<file path="src/rtl/sdram_page_reader.sv">
module sdram_page_reader #(
  parameter int CL      = 2,
  parameter int CLK_PS  = 20000,
  parameter int TRCD_PS = 20000,
  parameter int ROW_W   = 12,
  parameter int COL_W   = 8,
  parameter int BANK_W  = 2,
  parameter int DQ_W    = 16,
  parameter int PAGE    = 256,
  parameter int CNT_W   = $clog2(PAGE) + 1
) (
  input  logic              clk,
  input  logic              rst_n,
  input  logic              start,
  input  logic [BANK_W-1:0] req_bank,
  input  logic [ROW_W-1:0]  req_row,
  input  logic [COL_W-1:0]  req_col,
  input  logic [CNT_W-1:0]  req_count,
  output logic              sd_cs_n,
  output logic              sd_ras_n,
  output logic              sd_cas_n,
  output logic              sd_we_n,
  output logic [BANK_W-1:0] sd_ba,
  output logic [ROW_W-1:0]  sd_addr,
  output logic [DQ_W/8-1:0] sd_dqm,
  input  logic [DQ_W-1:0]   sd_dq,
  output logic [DQ_W-1:0]   rd_data,
  output logic              rd_valid,
  output logic              done
);
  localparam int RCD_RAW = (TRCD_PS + CLK_PS - 1) / CLK_PS;
  localparam int RCD     = (RCD_RAW < 1) ? 1 : RCD_RAW;
  localparam int RW      = $clog2(RCD + 1) + 1;
  localparam int PC_W    = $clog2(PAGE + CL + 1) + 1;

  localparam logic [3:0] C_NOP = 4'b0111;
  localparam logic [3:0] C_ACT = 4'b0011;
  localparam logic [3:0] C_RD  = 4'b0101;
  localparam logic [3:0] C_BT  = 4'b0110;

  typedef enum logic [2:0] {S_IDLE, S_ACT, S_WAIT, S_RD, S_STREAM} st_t;
  st_t st;

  logic [BANK_W-1:0] bank_q;
  logic [ROW_W-1:0]  row_q;
  logic [COL_W-1:0]  col_q;
  logic [PC_W-1:0]   n_q, pc, n_eff;
  logic [RW-1:0]     wcnt;
  logic [3:0]        cmd;
  logic              in_win, last_w;

  assign n_eff = (req_count == '0) ? PC_W'(1) :
                 (req_count > CNT_W'(PAGE)) ? PC_W'(PAGE) : PC_W'(req_count);

  assign in_win = (pc >= PC_W'(CL)) && (pc < n_q + PC_W'(CL));
  assign last_w = (pc == n_q + PC_W'(CL - 1));

  always_ff @(posedge clk or negedge rst_n) begin
    if (!rst_n) begin
      st       <= S_IDLE;
      bank_q   <= '0;
      row_q    <= '0;
      col_q    <= '0;
      n_q      <= '0;
      pc       <= '0;
      wcnt     <= '0;
      rd_data  <= '0;
      rd_valid <= 1'b0;
      done     <= 1'b0;
    end else begin
      rd_valid <= 1'b0;
      done     <= 1'b0;
      case (st)
        S_IDLE: if (start) begin
          bank_q <= req_bank;
          row_q  <= req_row;
          col_q  <= req_col;
          n_q    <= n_eff;
          st     <= S_ACT;
        end
        S_ACT: begin
          wcnt <= RW'(1);
          st   <= (RCD == 1) ? S_RD : S_WAIT;
        end
        S_WAIT: begin
          if (wcnt == RW'(RCD - 1)) st <= S_RD;
          else wcnt <= wcnt + 1'b1;
        end
        S_RD: begin
          pc <= PC_W'(1);
          st <= S_STREAM;
        end
        S_STREAM: begin
          pc <= pc + 1'b1;
          if (in_win) begin
            rd_valid <= 1'b1;
            rd_data  <= sd_dq;
          end
          if (last_w) begin
            done <= 1'b1;
            st   <= S_IDLE;
          end
        end
        default: st <= S_IDLE;
      endcase
    end
  end

  always_comb begin
    cmd     = C_NOP;
    sd_addr = '0;
    sd_ba   = '0;
    case (st)
      S_ACT: begin
        cmd     = C_ACT;
        sd_addr = row_q;
        sd_ba   = bank_q;
      end
      S_RD: begin
        cmd     = C_RD;
        sd_addr = ROW_W'(col_q);
        sd_ba   = bank_q;
      end
      S_STREAM: if (pc == n_q) cmd = C_BT;
      default: ;
    endcase
  end

  assign {sd_cs_n, sd_ras_n, sd_cas_n, sd_we_n} = cmd;
  assign sd_dqm = (st == S_IDLE) ? '1 : '0;
endmodule

</file>
<file path="config.mk">
export PLATFORM = sky130hd
export DESIGN_NAME = sdram_page_reader
export DESIGN_NICKNAME = d
export VERILOG_FILES = /design/src/rtl/sdram_page_reader.sv
export SDC_FILE = /design/constraint.sdc
export NUM_CORES = 1
export LEC_CHECK = 0
export CAP_MARGIN = 20
export CORE_MARGIN = 4
export CORE_UTILIZATION = 48
export DETAILED_ROUTE_END_ITERATION = 7
export DONT_BUFFER_PORTS = 1
export GPL_ROUTABILITY_DRIVEN = 1
export GPL_TIMING_DRIVEN = 0
export HOLD_SLACK_MARGIN = 0.03
export PLACE_DENSITY = 0.7
export REMOVE_ABC_BUFFERS = 1
export SKIP_LAST_GASP = 1
export SYNTH_ARGS = -nofsm -noshare
export SYNTH_HDL_FRONTEND = slang
export SYNTH_SLANG_ARGS = --single-unit
export TNS_END_PERCENT = 100
</file>
<file path="constraint.sdc">
create_clock -name clk -period 2.7 [get_ports clk]
set_clock_uncertainty 0.1 [all_clocks]
set_input_delay 0.675 -clock clk [delete_from_list [all_inputs] [get_ports clk]]
set_output_delay 0.675 -clock clk [all_outputs]
set_load 0.03 [all_outputs]
</file>
# Word-level counts from Yosys, hierarchy flattened
# Index checks and enable logic that the tools add are counted.
dict set report word_totals {
  regBits 65
  in_bits 50
  out_inout_bits 38
}
dict set report op_classes {
  n_addsub 4
  magnitude_cmp 3
  eq_ne 10
  mux 18
  reduce_logical 11
}
# operator count
set op_table {}
lappend op_table {{$pmux 12 s2} 1}
lappend op_table {{$add 10x1->10 const B} 2}
lappend op_table {{$eq 10x10->1} 2}
lappend op_table {{$pmux 10 s2} 1}
lappend op_table {{$mux 9} 2}
lappend op_table {{$pmux 3 s5} 1}
lappend op_table {{$add 10x2->10 const B} 1}
lappend op_table {{$ge 10x2->1 const B} 1}
lappend op_table {{$lt 10x10->1} 1}
lappend op_table {{$gt 9x9->1 const B} 1}
lappend op_table {{$logic_not 9->1} 1}
lappend op_table {{$mux 3} 3}
lappend op_table {{$pmux 3 s3} 1}
lappend op_table {{$ne 2x2->1 const B} 4}
lappend op_table {{$eq 3x2->1 const B} 2}
lappend op_table {{$mux 2} 3}
lappend op_table {{$reduce_and 2->1} 3}
lappend op_table {{$mux 1} 5}
lappend op_table {{$pmux 2 s2} 1}
lappend op_table {{$reduce_bool 2->1} 2}
lappend op_table {{$eq 3x1->1 const B} 1}
lappend op_table {{$eq 3x3->1 const B} 1}
lappend op_table {{$logic_not 3->1} 1}
lappend op_table {{$reduce_and 3->1} 1}
lappend op_table {{4 further kinds} 4}

# Logic depth before layout (Yosys ltp)
# Gate-level depths: netlist of the first run.
dict set report depth {
  depth_word 5
  depth_mapped 12
  depth_no_buf 9
}

# Least setup slack after synthesis of the first run
# Ideal clock, no wire load.
dict set report synth_timing {
  path_kind {register -> register}
  startpoint {reg n_q[6]}
  endpoint {reg rd_data[0]}
  arrival_ps 2384
  slack_ps 90
  path_stages_with_launch 11
  synth_period_minus_slack_ps 2610
  path_cell_list {dfrtp_1 > clkbuf_1 > nand2_1 > nor2_1 > nand2_1 > ha_1 > a2111oi_1 > o221a_2 > buf_6 > buf_12 > mux2_4}
}
dict set report synth_via {
  elab_chain_cells 4
}
# element line_no
set synth_rtl {}
lappend synth_rtl {{from (decl)} 47} ;# logic [PC_W-1:0] n_q, pc, n_eff;
lappend synth_rtl {{from (signal assigned)} 78} ;# n_q <= n_eff;
lappend synth_rtl {{$add 10x2->10} 55} ;# assign in_win = (pc >= PC_W'(CL)) && (pc < n_q + PC_W'(CL));
lappend synth_rtl {{$lt 10x10->1} 55}
lappend synth_rtl {{$logic_and 1x1->1} 55}
lappend synth_rtl {{$reduce_and 2->1 (no source line)} --}
lappend synth_rtl {{to (signal assigned)} 97} ;# rd_data <= sd_dq;
lappend synth_rtl {{to (decl)} 27} ;# output logic [DQ_W-1:0] rd_data,
# No other way between the ends.
# A chain may end at the register's enable or synchronous reset.

# Worst setup path in the final report of the first run
dict set report layout_timing {
  startpoint {reg n_q[1]}
  endpoint {out sd_we_n}
}
dict set report layout_via {
  elab_chain_cells 3
}
# element line_no
set layout_rtl {}
lappend layout_rtl {{$eq 10x10->1} 124} ;# S_STREAM: if (pc == n_q) cmd = C_BT;
lappend layout_rtl {{$mux 1} 124}
lappend layout_rtl {{$pmux 3 s3} 113} ;# case (st)
lappend layout_rtl {{to (decl)} 22} ;# output logic sd_we_n,
# No other way between the ends.

==> impl_metrics.py, run 1 <==
metrics = {
    "synthesis": {
        "ys_seq_area_share_pct": 45.54,
        "yosys.area.top_type": "dfrtp_1",
        "synthAdderAreaFrac_pct": 5.336,
        "ys_ff_latch": 64,
        "ys.warnings.count": 0,
        "ys_top_cells_by_area": "dfrtp_1, mux2_2, ha_1",
        "synth_xor_area_share_pct": 4.731,
        "synth_compound_area_share_pct": 8.218,
        "synth_top_family_by_area": "multiplexers",
        "synth_common_cells": "dfrtp_1, mux2_2, nand2_1",
        "ys_async_sr_fraction_pct": 100.0,
        "yosys.area_share.simple_pct": 15.44,
        "ys_types": 45,
        "synth_most_common_cell": "dfrtp_1",
        "syn_inst": 330,
        "synth_ff_type": "dfrtp_1",
        "synth_edf_count": 0,
        "synth_mux_area_share_pct": 16.29,
        "syn_area_mm2": 0.003517,
        "syn_area_per_cell_um2": 10.66,
        "synth_top_area_share_pct": 45.54,
    },
    "sta": {
        "fin_crit_ps": 2645,
        "hold_viol": 0,
        "finalCritPeriodShare_pct": 97.97,
        "slew_viol_final": 0,
        "worst_slew_pin_slew_ps": 697.5,
        "setup_tns_ps": 0,
        "setup_viol": 0,
        "rsz0062_at_grt": "yes",
        "holdWs_ps": 81.60,
        "max_freq_ghz": 0.3780,
        "maxSlewHeadroom_pct": 53.39,
    },
    "placement": {
        "place_hpwl_um": 5004,
        "portBuffers": 0,
        "place.gp.congestion": 0.8684,
    },
    "routing": {
        "totalWireLength_um": 7276,
        "via_per_inst": 5.486,
        "detail-route-antenna-nets": 0,
        "firstDrtPassIters": 4,
        "drcViolationCount": 0,
        "wl_per_cell_um": 16.69,
        "drt_iter0_markers": 134,
        "route.vias.total": 2392,
    },
    "clock_tree": {
        "cts_buffers": 9,
        "cts.clk_slew.worst_paths_ps": 80,
        "htreeDepth": 3,
        "clock_latency_ps": 340,
        "cts_max_path_buffers": 2,
        "cts-root-buf": "clkbuf_8",
        "cts_tree": "yes",
        "clock_sinks": 64,
    },
    "die": {
        "die_w_um": 93.60,
        "core_mm2": 0.006944,
        "dieArea_mm2": 0.008761,
        "rows": 30,
        "initial_utilization_pct": 50.65,
        "dieHeight_um": 93.60,
        "num_io_pins": 88,
    },
    "layout": {
        "regArea_mm2": 0.001612,
        "nets": 400,
        "area_delta_synth_final_pct": 12.77,
        "multi_input_area_mm2": 0.001838,
        "antenna_cells": 0,
        "final_core_util_pct": 57.12,
        "n_fill_cell": 563,
        "drive_above_1_share_pct": 26.76,
    },
    "setup_path": {
        "slowest_delay_ps": 440,
        "critPathCaptureType": "primary output",
        "startpoint_type": "flop",
        "critPathBufInv": 0,
        "worstSetupPathType": "reg -> out",
        "crit_fanout": 3,
        "crit_required_ps": 1920,
        "cpMaxStageDelayCell": "dfrtp_2",
        "cp_data_arrival_time_ps": 1870,
        "crit_chain": "ha_1 -> nand2b_1 -> nor4_2 -> nand4_1",
        "path_delay_family": "simple AND/OR/NAND/NOR gates",
    },
    "power": {
        "vdd_drop_max_mv": 0.7032,
        "p_leak_nw": 1.716,
        "pwr_density_cell_mw_per_mm2": 1200,
    },
    "run_status": {
        "outcome": "complete, no violations",
    },
    "global_route": {
        "grt_pass1_vias": 2506,
        "overflow": 0,
        "track_usage_pct": 17.29,
        "grt_pass1_wl_um": 11940,
        "grt_max_degree": 65,
        "antenna_found_initial": 0,
    },
    "hold_path": {
        "hp-class": "in -> async",
    },
    "flow_run": {
        "maxCapViolations": 0,
    },
}
## routing by layer
layer | track usage, % | vias up | wire [um]
li1 | - | 1159 | -
met1 | 22.35 | 1132 | 3247
met4 | 7.461 | 0 | 133
met2 | 26.62 | 88 | 3339
met3 | 5.551 | 13 | 555
met5 | 0 | - | 0
## cell type report
cell class / instances / share of cell area [%]
repair buffers: 15 / 4.164
flip-flops and latches: 64 / 40.63
clock inverters: 6 / 1.703
inverters: 7 / 0.6625
well taps: 96 / 3.028
multi-input cells: 238 / 46.34
clock buffers: 10 / 3.470
## stage by stage
stage	instance area (um^2)	setup slack, ps	total power [mW]	cells
after floorplan	3391	-1127	3.322	309
after global placement	3511	-1687	3.615	405
after detailed placement	3558	-311.5	3.734	408
after CTS	3856	10.91	4.657	428
after global routing	3966	-62.77	5.098	436
final	3966	54.78	4.758	436
## timing repair
item	CTS	global route
endpoints found under the setup margin	18	21
hold buffers	1	0
resized for setup	10	11
pin swaps	1	4
endpoints found under the hold margin	64	0
setup buffers	3	8
## worst register-to-register path, cell delays in order, from the launching register on
cell and delay [ps]:
dfrtp_2 470, ha_4 200, and3_4 190, xnor2_1 120, ha_1 330, nand2_1 80, a21oi_1 50, a211oi_2 260
o221a_4 240, buf_12 140, mux2_2 340
## cells by family after synthesis
family | count (synthesis)
simple gates | 106
buf+inv | 28
fa+ha+maj | 15
mux | 49
xor+xnor | 19
other cells | 1
compound gates | 48
flops | 64
## layout by cell type, fill, tap and decap left out, drive strengths merged, types with 9 or more instances in the layout
cell,netlist,routed
buf,7,15
nor2,22,22
mux2i,10,10
mux2,39,39
xnor2,11,11
ha,15,15
nand2,27,27
clkbuf,14,10
dfrtp,64,64
nand2b,10,10
and2,9,9
nand3,9,9
o21ai,23,23
## power breakdown
part	switching [mW]	internal [mW]	total, mW	leakage, nW
registers	0.647	1.37	2.01	0.800
logic	1.00	0.899	1.90	0.817
clock network	0.389	0.454	0.843	0.0989
## flip-flops by register name, summed over array words and instances, names as in the netlist
name	count
bank_q	2
st	3
pc	10
rd_valid	1
rd_data	16
row_q	12
col_q	8
done	1
n_q	9
wcnt	2
## final timing paths
path                               from          end  slack, ps  cells past startpoint
hold reg to reg                row_q[8]     row_q[8]        410                      1
setup reg to reg                 n_q[2]  rd_data[12]         60                     10
max in group asynchronous         rst_n        st[1]       2100                      1
setup / recovery                 n_q[1]      sd_we_n         50                      4
min in group clk           req_count[8]       n_q[0]        330                      1
hold / removal                    rst_n     col_q[5]         80                      1
Power figures use the tool's default switching activity.
==> run 2: changes to the inputs <==
--- a/config.mk
+++ b/config.mk
@@ -5,6 +5,7 @@
 export SDC_FILE = /design/constraint.sdc
 export NUM_CORES = 1
 export LEC_CHECK = 0
+export ABC_AREA = 1
 export CAP_MARGIN = 20
 export CORE_MARGIN = 4
 export CORE_UTILIZATION = 48
==> run 2 against run 1 <==
Clock-buffer cell count is 2 higher. Die area is 3.7% higher. Highest routed layer unchanged. Global-route usage is 1.9 points higher. Utilization is 2.0 points lower. Via count is 23% higher. Largest power group unchanged. Setup slack better by 64 ps. First-iteration DRC count is 18% higher. Sequential cell count stayed put. Critical endpoint is now sd_addr[9]. Non-clock buffer count is 7 lower.
==> impl_metrics.py, run 2 <==
metrics = {
    "layout": {
        "reg_top3": "rd_data (16), row_q (12), pc (10)",
        "final_core_util_pct": 55.13,
        "n_fill_cell": 683,
        "layout_common_cells": "nand2_1, dfrtp_1, inv_1",
        "nets": 539,
        "regMostFlops": "rd_data",
        "final_common_cell": "nand2_1",
        "finalInstanceArea_mm2": 0.004041,
        "largest_reg_flops": 16,
        "antenna_cells": 0,
        "drive_above_1_share_pct": 17.15,
        "area_delta_synth_final_pct": 10.39,
    },
    "die": {
        "die_w_um": 95.34,
        "dieHeight_um": 95.34,
        "core_mm2": 0.007331,
        "rows": 31,
        "num_io_pins": 88,
        "dieArea_mm2": 0.009089,
        "initial_utilization_pct": 49.94,
    },
    "global_route": {
        "grt_pass1_wl_um": 13590,
        "overflow": 0,
        "grt_pass1_vias": 2890,
        "track_usage_pct": 19.14,
        "antenna_found_initial": 0,
        "grt_max_degree": 65,
    },
    "sta": {
        "fin_crit_ps": 2582,
        "holdWs_ps": 104.4,
        "slew_viol_final": 0,
        "timing.final.ws_setup_ps": 118.4,
        "setup_viol": 0,
        "worst_slew_pin_slew_ps": 562.2,
        "hold_viol": 0,
        "rsz0062_at_grt": "yes",
        "maxSlewHeadroom_pct": 62.38,
        "max_freq_ghz": 0.3874,
        "finalCritPeriodShare_pct": 95.62,
    },
    "routing": {
        "wl_per_cell_um": 13.99,
        "via_per_inst": 5.094,
        "m1WireLength_um": 3523,
        "top_layer_used": "met4",
        "route.vias.total": 2939,
        "firstDrtPassIters": 4,
        "drcViolationCount": 0,
        "met3WireLength_um": 611,
        "drt_iter0_markers": 158,
        "met2WireLength_um": 3825,
        "totalWireLength_um": 8074,
        "detail-route-antenna-nets": 0,
    },
    "flow_run": {
        "maxCapViolations": 0,
    },
    "synthesis": {
        "synth_compound_area_share_pct": 8.647,
        "synth_xor_area_share_pct": 2.153,
        "ys_seq_area_share_pct": 43.75,
        "syn_area_mm2": 0.003661,
        "synth_ff_type": "dfrtp_1",
        "ys_top_cells_by_area": "dfrtp_1, nand2_1, ha_1",
        "yosys.area.top_type": "dfrtp_1",
        "syn_area_per_cell_um2": 7.823,
        "synth_most_common_cell": "nand2_1",
        "synthAdderAreaFrac_pct": 5.126,
        "ys.warnings.count": 0,
        "syn_inst": 468,
        "ys_async_sr_fraction_pct": 100.0,
        "yosys.area_share.simple_pct": 31.17,
        "synth_top_area_share_pct": 43.75,
        "synth_top_family_by_area": "simple AND/OR/NAND/NOR gates",
        "ys_ff_latch": 64,
        "synth_common_cells": "nand2_1, dfrtp_1, inv_1",
        "ys_types": 38,
        "synth_mux_area_share_pct": 0,
        "synth_edf_count": 0,
    },
    "clock_tree": {
        "cts_buffers": 9,
        "clock_latency_ps": 330,
        "cts-root-buf": "clkbuf_8",
        "cts_max_path_buffers": 2,
        "htreeDepth": 3,
        "cts_tree": "yes",
        "clock_sinks": 64,
        "cts.clk_slew.worst_paths_ps": 70,
    },
    "setup_path": {
        "critPathCaptureType": "primary output",
        "worstSetupPathType": "reg -> out",
        "cpMaxStageDelayCell": "dfrtp_1",
        "crit_chain": "inv_2 -> nor2_4 -> inv_4 -> nor2_4 -> clkinvlp_4 -> nor2_4",
        "slowest_delay_ps": 400,
        "path_common_cell": "nor2_4",
        "startpoint_type": "flop",
        "cp_data_arrival_time_ps": 1810,
        "crit_required_ps": 1920,
        "crit_fanout": 5,
    },
    "placement": {
        "place_hpwl_um": 5900,
        "place_ws_ps": -315.9,
        "placed_cell_area_mm2": 0.003685,
        "portBuffers": 0,
        "place.gp.congestion": 0.8888,
    },
    "hold_path": {
        "hp-class": "in -> async",
    },
    "power": {
        "pwr_density_cell_mw_per_mm2": 1109,
        "power_mw": 4.481,
        "p_leak_nw": 2.041,
        "vdd_drop_max_mv": 0.6196,
    },
    "run_status": {
        "outcome": "complete, no violations",
    },
}
==> run 2: cell types whose count changed in the layout (fill, tap and decap cells not counted), sizes merged, moves of 10 or more <==
| cell | previous run | this run |
|---|---|---|
| inv | 8 | 56 |
| mux2 | 39 | 0 |
| mux2i | 10 | 0 |
| nand2 | 27 | 187 |
| nand2b | 10 | 0 |
| nor2 | 22 | 40 |
==> run 2: what timing repair did <==
| action | in CTS | in global routing |
|---|---|---|
| pin swaps | 3 | 4 |
| endpoints found under the hold margin | 64 | 0 |
| buffers inserted | 1 | 6 |
| resized for setup | 13 | 10 |
| setup endpoints to repair | 41 | 34 |
| gates cloned | 0 | 0 |
| hold buffers | 1 | 0 |
==> run 2: worst paths after layout <==
path	start	endpoint	slack (ps)	cells after the start
min in group clk	sd_dq[6]	rd_data[6]	350	2
max	st[0]	sd_addr[9]	120	6
min	rst_n	wcnt[0]	100	1
min reg2reg	col_q[5]	col_q[5]	380	2
max reg2reg	n_q[2]	rd_data[3]	160	14
max in group asynchronous	rst_n	n_q[1]	2110	1
==> run 2: area by class of cell <==
cell class,instances,area [um^2],share of cell area (%)
multi-input cells,332,1785,44.18
flip-flops and latches,64,1604,39.69
clock buffers,12,145.1,3.591
inverters,59,247.7,6.130
clock inverters,3,42.54,1.053
well taps,99,123.9,3.065
repair buffers,8,92.59,2.291
==> run 2: critical path: cells and delay by family, from the launching register on <==
family	cells	cell delay, ps
buffers and inverters	3	470
flip-flops	1	400
AND/OR/NAND/NOR	3	610
==> run 2: per-layer routing <==
layer	track usage, %	up-vias
li1	-	1484
met1	25.54	1365
met4	6.731	0
met3	6.077	13
met5	0	-
met2	29.33	77
==> run 2: cell families (layout without fill, tap and decap cells) <==
family / count (synthesis) / count (layout)
other cells: 1 / 1
compound gates: 52 / 52
flops: 64 / 64
xor+xnor: 9 / 9
buf+inv: 72 / 82
simple gates: 255 / 255
fa+ha+maj: 15 / 15
==> run 2: report_power, final <==
group | switching, mW | internal (mW)
registers | 0.551 | 1.34
logic | 1.20 | 0.592
clock network | 0.349 | 0.446
==> run 2: through the flow <==
stage	instances	TNS (ps)
after CTS	571	-5.506
after floorplan	455	0
after detailed placement	554	-3009
after global routing	577	-73.48
after global placement	554	-1720
final	577	0
